## config.mk

```make
export PLATFORM = sky130hd
export DESIGN_NAME = f2i_conv
export DESIGN_NICKNAME = d
export VERILOG_FILES = /design/src/rtl/f2i_pkg.sv /design/src/rtl/f2i_classify.sv /design/src/rtl/f2i_align.sv /design/src/rtl/f2i_finish.sv /design/src/rtl/f2i_conv.sv
export SDC_FILE = /design/constraint.sdc
export NUM_CORES = 1
export LEC_CHECK = 0
export BUFFER_PORTS_ARGS = -buffer_cell sky130_fd_sc_hd__buf_2
export CELL_PAD_IN_SITES_DETAIL_PLACEMENT = 1
export CELL_PAD_IN_SITES_GLOBAL_PLACEMENT = 2
export CORE_MARGIN = 1.5
export CORE_UTILIZATION = 24
export DETAILED_ROUTE_END_ITERATION = 12
export HOLD_SLACK_MARGIN = 0.1
export PLACE_DENSITY = 0.73
export SETUP_SLACK_MARGIN = 0.1
export SLEW_MARGIN = 0
export SYNTH_ARGS = -nofsm -noshare
export SYNTH_HDL_FRONTEND = slang
export SYNTH_SLANG_ARGS = --single-unit
export TNS_END_PERCENT = 5
```

## constraint.sdc

```tcl
create_clock -name clk_i -period 1.5 [get_ports clk_i]
set_clock_uncertainty 0.05 [all_clocks]
set_input_delay 0.3 -clock clk_i [delete_from_list [all_inputs] [get_ports clk_i]]
set_output_delay 0.3 -clock clk_i [all_outputs]
set_load 0.01 [all_outputs]
```

## src/rtl/f2i_pkg.sv

```systemverilog
package f2i_pkg;
  typedef enum logic {
    MODE_ROUND = 1'b0,
    MODE_TRUNC = 1'b1
  } cvt_mode_e;

  typedef struct packed {
    logic neg;       // sign of operand
    logic spec;      // exponent all ones: NaN or infinity
    logic zero_den;  // exponent zero: zero or denormal
  } op_class_t;
endpackage

```

## src/rtl/f2i_classify.sv

```systemverilog
module f2i_classify
  import f2i_pkg::*;
#(
  parameter int EXP_W = 11,
  parameter int MAN_W = 52,
  localparam int OP_W = 1 + EXP_W + MAN_W,
  localparam int UE_W = EXP_W + 2
) (
  input  logic [OP_W-1:0]        op_i,
  output op_class_t              cls_o,
  output logic signed [UE_W-1:0] uexp_o,
  output logic [MAN_W:0]         sig_o
);
  localparam logic signed [UE_W-1:0] BIAS = UE_W'(2 ** (EXP_W - 1) - 1);

  logic [EXP_W-1:0] exp_f;
  logic [MAN_W-1:0] man_f;

  always_comb begin
    exp_f          = op_i[OP_W-2 -: EXP_W];
    man_f          = op_i[MAN_W-1:0];
    cls_o.neg      = op_i[OP_W-1];
    cls_o.spec     = &exp_f;
    cls_o.zero_den = ~|exp_f;
    sig_o          = {1'b1, man_f};
    uexp_o         = $signed({2'b00, exp_f}) - BIAS;
  end
endmodule

```

## src/rtl/f2i_align.sv

```systemverilog
module f2i_align #(
  parameter int EXP_W = 11,
  parameter int MAN_W = 52,
  parameter int INT_W = 32,
  localparam int UE_W   = EXP_W + 2,
  localparam int SH_W   = $clog2(INT_W),
  localparam int MAG_W  = INT_W - 1,
  localparam int WIDE_W = MAG_W + MAN_W + 1
) (
  input  logic signed [UE_W-1:0] uexp_i,
  input  logic [MAN_W:0]         sig_i,
  output logic [MAG_W-1:0]       mag_o,
  output logic                   rbit_o,
  output logic                   sticky_o,
  output logic                   big_o
);
  localparam logic signed [UE_W-1:0] TOP_E = UE_W'(INT_W - 1);
  localparam logic signed [UE_W-1:0] LOW_E = -1;

  logic              in_win;
  logic [SH_W-1:0]   sh;
  logic [WIDE_W-1:0] wide;

  // wide holds |x| * 2^(MAN_W+1): integer part above the round bit
  always_comb begin
    big_o    = uexp_i >= TOP_E;
    in_win   = (uexp_i >= LOW_E) && !big_o;
    sh       = in_win ? SH_W'(uexp_i - LOW_E) : '0;
    wide     = in_win ? ({{MAG_W{1'b0}}, sig_i} << sh) : '0;
    mag_o    = wide[WIDE_W-1 -: MAG_W];
    rbit_o   = wide[MAN_W];
    sticky_o = |wide[MAN_W-1:0];
  end
endmodule

```

## src/rtl/f2i_finish.sv

```systemverilog
module f2i_finish
  import f2i_pkg::*;
#(
  parameter int INT_W = 32,
  localparam int MAG_W = INT_W - 1
) (
  input  op_class_t          cls_i,
  input  logic [MAG_W-1:0]   mag_i,
  input  logic               rbit_i,
  input  logic               sticky_i,
  input  logic               big_i,
  input  cvt_mode_e          mode_i,
  output logic [INT_W-1:0]   res_o
);
  localparam logic [INT_W-1:0] INDEF = {1'b1, {MAG_W{1'b0}}};

  logic             ovf;
  logic             inc;
  logic [INT_W-1:0] sum;

  always_comb begin
    // range test on the unrounded magnitude
    ovf = big_i | (&mag_i & (rbit_i | sticky_i));
    inc = (mode_i == MODE_ROUND) & rbit_i;
    sum = {1'b0, mag_i} + INT_W'(inc);
    if (cls_i.spec || ovf)   res_o = INDEF;
    else if (cls_i.zero_den) res_o = '0;
    else if (cls_i.neg)      res_o = -sum;
    else                     res_o = sum;
  end
endmodule

```

## src/rtl/f2i_conv.sv

```systemverilog
module f2i_conv
  import f2i_pkg::*;
#(
  parameter int EXP_W = 11,
  parameter int MAN_W = 52,
  parameter int INT_W = 32,
  localparam int OP_W  = 1 + EXP_W + MAN_W,
  localparam int UE_W  = EXP_W + 2,
  localparam int MAG_W = INT_W - 1
) (
  input  logic             clk_i,
  input  logic             rst_ni,
  input  logic             valid_i,
  input  logic             trunc_i,
  input  logic [OP_W-1:0]  op_i,
  output logic             valid_o,
  output logic [INT_W-1:0] result_o
);
  op_class_t              cls;
  logic signed [UE_W-1:0] uexp;
  logic [MAN_W:0]         sig;
  logic [MAG_W-1:0]       mag;
  logic                   rbit, sticky, big;
  logic [INT_W-1:0]       res_d;
  cvt_mode_e              mode;

  assign mode = trunc_i ? MODE_TRUNC : MODE_ROUND;

  f2i_classify #(.EXP_W(EXP_W), .MAN_W(MAN_W)) u_classify (
    .op_i  (op_i),
    .cls_o (cls),
    .uexp_o(uexp),
    .sig_o (sig)
  );

  f2i_align #(.EXP_W(EXP_W), .MAN_W(MAN_W), .INT_W(INT_W)) u_align (
    .uexp_i  (uexp),
    .sig_i   (sig),
    .mag_o   (mag),
    .rbit_o  (rbit),
    .sticky_o(sticky),
    .big_o   (big)
  );

  f2i_finish #(.INT_W(INT_W)) u_finish (
    .cls_i   (cls),
    .mag_i   (mag),
    .rbit_i  (rbit),
    .sticky_i(sticky),
    .big_i   (big),
    .mode_i  (mode),
    .res_o   (res_d)
  );

  always_ff @(posedge clk_i or negedge rst_ni) begin
    if (!rst_ni) begin
      valid_o  <= 1'b0;
      result_o <= '0;
    end else begin
      valid_o <= valid_i;
      if (valid_i) result_o <= res_d;
    end
  end
endmodule

```

; ---- Word-level counts from Yosys, hierarchy flattened
; Index checks and enable logic that the tools add are counted.
[totals]
register_bits = 33
inputBits = 68
[op_classes]
add_sub_neg = 4
magnitude_cmp = 2
n_shift = 1
mux = 6
n_bitwise = 5
n_reduce_logical = 7
[ops]
columns = cell, count
row1 = 32-bit 2-to-1 mux, 3
row2 = 84-bit 2-to-1 mux, 1
row3 = 53-bit by 5-bit left shift with 84-bit output, 1
row4 = 52-bit OR reduction, 1
row5 = 31-bit by 1-bit adder with 32-bit output, 1
row6 = 32-bit negator, 1
row7 = 31-bit AND reduction, 1
row8 = "12-bit by 1-bit >= comparator with 1-bit output, second input constant", 1
row9 = "12-bit by 6-bit >= comparator with 1-bit output, second input constant", 1
row10 = "11-bit by 10-bit subtractor with 12-bit output, second input constant", 1
row11 = 11-bit AND reduction, 1
row12 = 11-bit OR reduction, 1
row13 = 5-bit 2-to-1 mux, 1
row14 = "5-bit by 1-bit subtractor with 5-bit output, second input constant", 1
row15 = 1-bit AND, 2
row16 = 1-bit bitwise OR, 2
row17 = 1-bit logical AND, 1
row18 = 1-bit zero test, 1
row19 = 1-bit logical OR, 1
row20 = 1-bit 2-to-1 mux, 1
row21 = 1-bit NOT, 1

; ---- Longest topological paths before layout
[logic_depth]
word_depth = 13
depth_mapped = 31
depth_no_buf = 25

; ---- Cells and area by module
; Synthesis repeated with hierarchy kept, for this count alone.
[hier_totals]
cells_unflattened = 886
hier_area_um2 = 7058.0
[modules_own_cells]
columns = module, instances, cells_each, area_per_inst_um2, seq_area_each_um2
row1 = f2i_align, 1, 434, 2905.3, 0.0
row2 = f2i_finish, 1, 296, 2144.6, 0.0
row3 = f2i_conv, 1, 69, 1370.1, 825.8
row4 = f2i_classify, 1, 87, 638.1, 0.0

; ---- Least setup slack after synthesis
; OpenSTA, ideal clock, no wires.
[synth_timing]
path_type = input -> register
startpoint = in op_i[52]
endpoint = reg result_o[27]
setup_time_ns = 0.141
arrival_time_ns = 6.260
t_required_ns = 1.309
slack_ns = -4.951
path_stages = 30
n_path_buf = 8
path_cell_list = buf_2 inv_1 clkbuf_1 ha_1 nand2_1 o31ai_1 o21ai_1 and4_4 buf_12 nor2_4 buf_2 buf_1 buf_1 o32ai_1 o21ai_0 a21oi_1 nor2_1 ha_1 nand3_1 o221ai_2 and4_1 and3_1 buf_2 a21oi_1 or3b_1 or4b_1 buf_2 o41ai_2 xnor2_1 o22ai_2
[synth_via]
elab_chain_cells = 13
elab_cells_between_ends = 23
classes_between = add/sub (4) / order compare (2) / shift (1) / mux (5) / bitwise (4) / reduce/logical (7)
[synth_lines]
columns = item, line_no
row1 = "start, declared", f2i_conv.sv:15  ; input logic [OP_W-1:0] op_i,
row2 = 11-bit by 10-bit subtractor with 12-bit output, f2i_classify.sv:26  ; uexp_o = $signed({2'b00, exp_f}) - BIAS;
row3 = 12-bit by 6-bit >= comparator with 1-bit output, f2i_align.sv:26  ; big_o = uexp_i >= TOP_E;
row4 = 1-bit zero test, f2i_align.sv:27  ; in_win = (uexp_i >= LOW_E) && !big_o;
row5 = 1-bit logical AND, f2i_align.sv:27
row6 = 5-bit 2-to-1 mux, f2i_align.sv:28  ; sh = in_win ? SH_W'(uexp_i - LOW_E) : '0;
row7 = 53-bit by 5-bit left shift with 84-bit output, f2i_align.sv:29  ; wide = in_win ? ({{MAG_W{1'b0}}, sig_i} << sh) : '0;
row8 = 84-bit 2-to-1 mux, f2i_align.sv:29
row9 = 1-bit AND / 52-bit OR reduction (equally long branches), "f2i_finish.sv:24, f2i_align.sv:32"
row10 = 31-bit by 1-bit adder with 32-bit output / 1-bit bitwise OR (equally long branches), "f2i_finish.sv:25, f2i_finish.sv:23"
row11 = 32-bit negator / 1-bit AND (equally long branches), "f2i_finish.sv:28, f2i_finish.sv:23"
row12 = 32-bit 2-to-1 mux / 1-bit bitwise OR (equally long branches), "f2i_finish.sv:28, f2i_finish.sv:23"
row13 = 32-bit 2-to-1 mux / 1-bit logical OR (equally long branches), "f2i_finish.sv:27, f2i_finish.sv:26"
row14 = 32-bit 2-to-1 mux *, f2i_finish.sv:26  ; if (cls_i.spec || ovf) res_o = INDEF;
row15 = "end signal, assigned", f2i_conv.sv:61  ; if (valid_i) result_o <= res_d;
row16 = "end, declared", f2i_conv.sv:17  ; output logic [INT_W-1:0] result_o
; Every way passes the cells marked *; elsewhere a longest branch is shown, timed or not.
; A chain may end at the register's enable or synchronous reset.

; ---- Final worst setup path
[layout_timing]
startpoint = in op_i[53]
endpoint = reg result_o[24]
; The elaborated chain is that of the path after synthesis.

==> results.md <==
* Mapped Avg Cell Area at 7.08 um^2
* Cells after DPL at 1835
* Simple-gate share of the synthesized area at about 30%
* Post-Layout Cell Count at 1857
* Pwr/cell area at 433 nW/um^2
* H-tree lvl count at 2
* Max Freq at 0.187 GHz
* Comb pwr share at 58.5%
* WP depth at 27
* Leading register cell type out of synthesis: dfrtp_1
* Placed Area at 11000 um^2
* Place WS at -4.51 ns
* Routed len/inst at slightly below 20 um
* Syn_nets at 1085
* Crit Path Class: in -> reg
* Remaining DRCs at 0
* TritonCTS Sinks at 33
* Post-layout nets at roughly 1500
* Crit path max fanout at 4
* Drt via density at 5.35
* Cells after Synth at 1010
* Post-synth top area share at 11.6%
* Reg2reg start: result_o[31]$_DFFE_PN0P_
* Synthesized area at between 7000 and 8000 um^2
* Clock Power Share at 23.4%
* CP Capture Point: result_o[24]$_DFFE_PN0P_
* Final WL at 36400 um
* Row cnt at 63
* Violated checks: setup timing
* Final number of max-transition violations at 0
* RSZ-0062 raised after global routing: yes
* Sw frac at 38.9%
* Synth Area in Adders at 1.23%
* Yosys reg bits at 33
* Vias in the first global route at 10396
* Critical path's slowest cell: or4b_4
* Reg2Reg Setup Slack at 0.32 ns
* Die area at roughly 31000 um^2
* All-Layer GR Usage at 23.5%
* Run status: finished with violations
* Core Area at 29500 um^2
* Post-synthesis compound-gate area fraction at between 30% and 40%
* Critical path launch point: op_i[53]
* Largest stage delay on the critical path at 0.51 ns
* # setup viols final at 32
* Port Buffer Count at 100
* Post-synthesis mux area share at 6.84%
* Initial Utilization at 24.2%
* Final Hold Fails at 0
* Area of the multi-input gates at 6250 um^2
* Worst-Skew Late Latency at 0.28 ns
* Area growth syn-to-layout at 64.4%
* Initial antenna violation count at 1
* Via count at 9936
* HP Class: in -> reg
* Critical path arrival at 5.43 ns
* Flop pwr share at 18.1%
* Setup WS post-layout at -3.83 ns
* Reg-to-Reg End: result_o[31]$_DFFE_PN0P_
* ANT cells at 0
* WHS Path Cells at 2
* VDD IR-drop max at 0.421 mV
* Die width at between 150 and 200 um
* Synth area leader: dfrtp_1
* Post-synth EDFFs at 0
* Max-Cap Viols at 0
* Layout cells sized above 1 at between 40 and 50%
* First-pass GRT wire length at 57900 um
* Final std cell area, no fill at ~12000 um^2
* FFs w/ async S/R, synth at 100%
* Filler cells at 3711
* CP required at 1.60 ns
* Max Root-Sink Buffers at 2
* Reg2Reg Depth at 4
* Netlist cell types at 101
* Top Ports at 101
* Fin crit share at 356%
* Synth top area cells: dfrtp_1 12%, nand2_1 4.9%, nor2_1 4.9%
* Leak at 0.00516 uW
* CP Buf/Inv Count at 4
* Least-Margin Pin Slew at 0.727 ns
* Synth Area in XOR/XNOR at 8.52%
* CTS root buf: clkbuf_16
* CTS Buf Count at 5
* Seq/Total Area, Yosys at 11.6%
* HPWL after detailed placement at 30300 um
* Pint at about 3100 uW
* 1st-iter DRT viols at ~470
* Min cycle time layout at 5.33 ns
* CP delay by family, top: simple AND/OR/NAND/NOR gates
* Total gr overflow at 0
* Largest net degree at the start of global routing at about 50
* Die height at roughly 180 um
* Drt pass-1 iters at 5
* Worst hold start: valid_i
* Worst Setup End Kind: flop
* CTS tree: yes
* Clock transition at path regs at 0.05 ns
* Rel. slew slack at 50.9%
* Sw Pwr at 1980 uW
* Hold Slack at 0.459 ns
* Synth warn at 0
* Final GP Congestion at 0.964
* Register area at a little over 800 um^2
* Startpoint types: input port
* Antenna-violating nets left at 0
* Largest family of logic cells by synthesized area: compound AO/OA/AOI/OAI gates
registers in the layout, summed over array words and instances (netlist names):
name	count
result_o	32
valid_o	1
placed cells by master, fill, tap and decap left out, drive strengths merged, types with 7 or more instances in the layout:
cell type and count:
ha 7, nand4 18, nor3 37, a2111oi 7, o211ai 14, a21oi 48
o21a 15, mux2 11, o22ai 43, nand2 93, xor2 31, inv 48
and2 10, mux2i 23, nor4 21, a31oi 15, or3 14, nand3 33
xnor2 36, dfrtp 33, o21ai 65, or2 7, a211oi 16, and3 12
clkbuf 7, o2111ai 7, buf 521, nor2b 14, nor2 94, nand2b 16
o31ai 21
cells in the mapped netlist (all sizes together), types with 21 or more instances:
library cell,count
nor2,94
nand2,93
o21ai,65
a21oi,48
inv,48
o22ai,43
buf,41
nor3,37
xnor2,36
dfrtp,33
nand3,33
clkbuf,32
xor2,31
mux2i,23
nor4,21
o31ai,21
final cells by class:
class,instances,area share [%]
sequential,33,7.03
inverter,49,1.63
tap,390,4.15
multi-input combinational,855,53.2
timing repair buffer,522,32.5
clock buffer,7,1.21
clock inverter,1,0.256
per-stage QoR:
| step | power [uW] | util [%] | TNS, ns |
|---|---|---|---|
| floorplan | 2240 | - | -117.81 |
| global placement | 3710 | 37.3 | -130.55 |
| detailed placement | 3750 | 37.3 | -134.15 |
| CTS | 5050 | 39.6 | -110.60 |
| global route | 5330 | 39.9 | -118.85 |
| finish | 5080 | 39.9 | -111.29 |
power by group through the flow:
stage / sequential (uW) / combinational [uW] / clock, uW
2_1_floorplan: 944 / 1300 / 0
3_3_place_gp: 934 / 2770 / 0
3_5_place_dp: 936 / 2810 / 0
4_1_cts: 921 / 2910 / 1220
5_1_grt: 923 / 3170 / 1240
6_report: 921 / 2970 / 1190
worst register-to-register path: stages (launching register included):
cell and delay (ns):
dfrtp_1 0.40, nor2_1 0.24, or3_1 0.16, o21a_1 0.12, nand3_1 0.09
cell families after synthesis:
logic type	after synthesis
and+or+nand+nor	404
adders and majority gates	7
AOI/OAI and AO/OA	337
muxes	40
buffers and inverters	122
xor gates and xnor gates	67
DFF	33
timing repair:
action	CTS	global route
gates cloned	1	0
resized for setup	86	13
setup buffers	11	1
endpoints found under the setup margin	32	32
endpoints found under the hold margin	33	0
hold buffers	1	0
pin swaps	42	10
layer usage:
metal  wire length, um  vias to the layer above  part of all wire (%)  GRT usage (%)
li1                  -                     4759                     -              -
met1             16400                     4876                    45           31.2
met2             17500                      255                    48           40.8
met3              1620                       46                   4.4           2.08
met4               794                        0                   2.2           5.80
met5                 0                        -                     0              0
how the worst min path moves through the flow:
stage	end	slack (ns)
floorplan	result_o[0]$_DFFE_PN0P_	-0.05
global placement	valid_o$_DFF_PN0_	0.29
detailed placement	result_o[29]$_DFFE_PN0P_	0.29
CTS	valid_o$_DFF_PN0_	0.46
global route	valid_o$_DFF_PN0_	0.48
finish	valid_o$_DFF_PN0_	0.46
No activity file was read; power rests on OpenSTA's default activity.
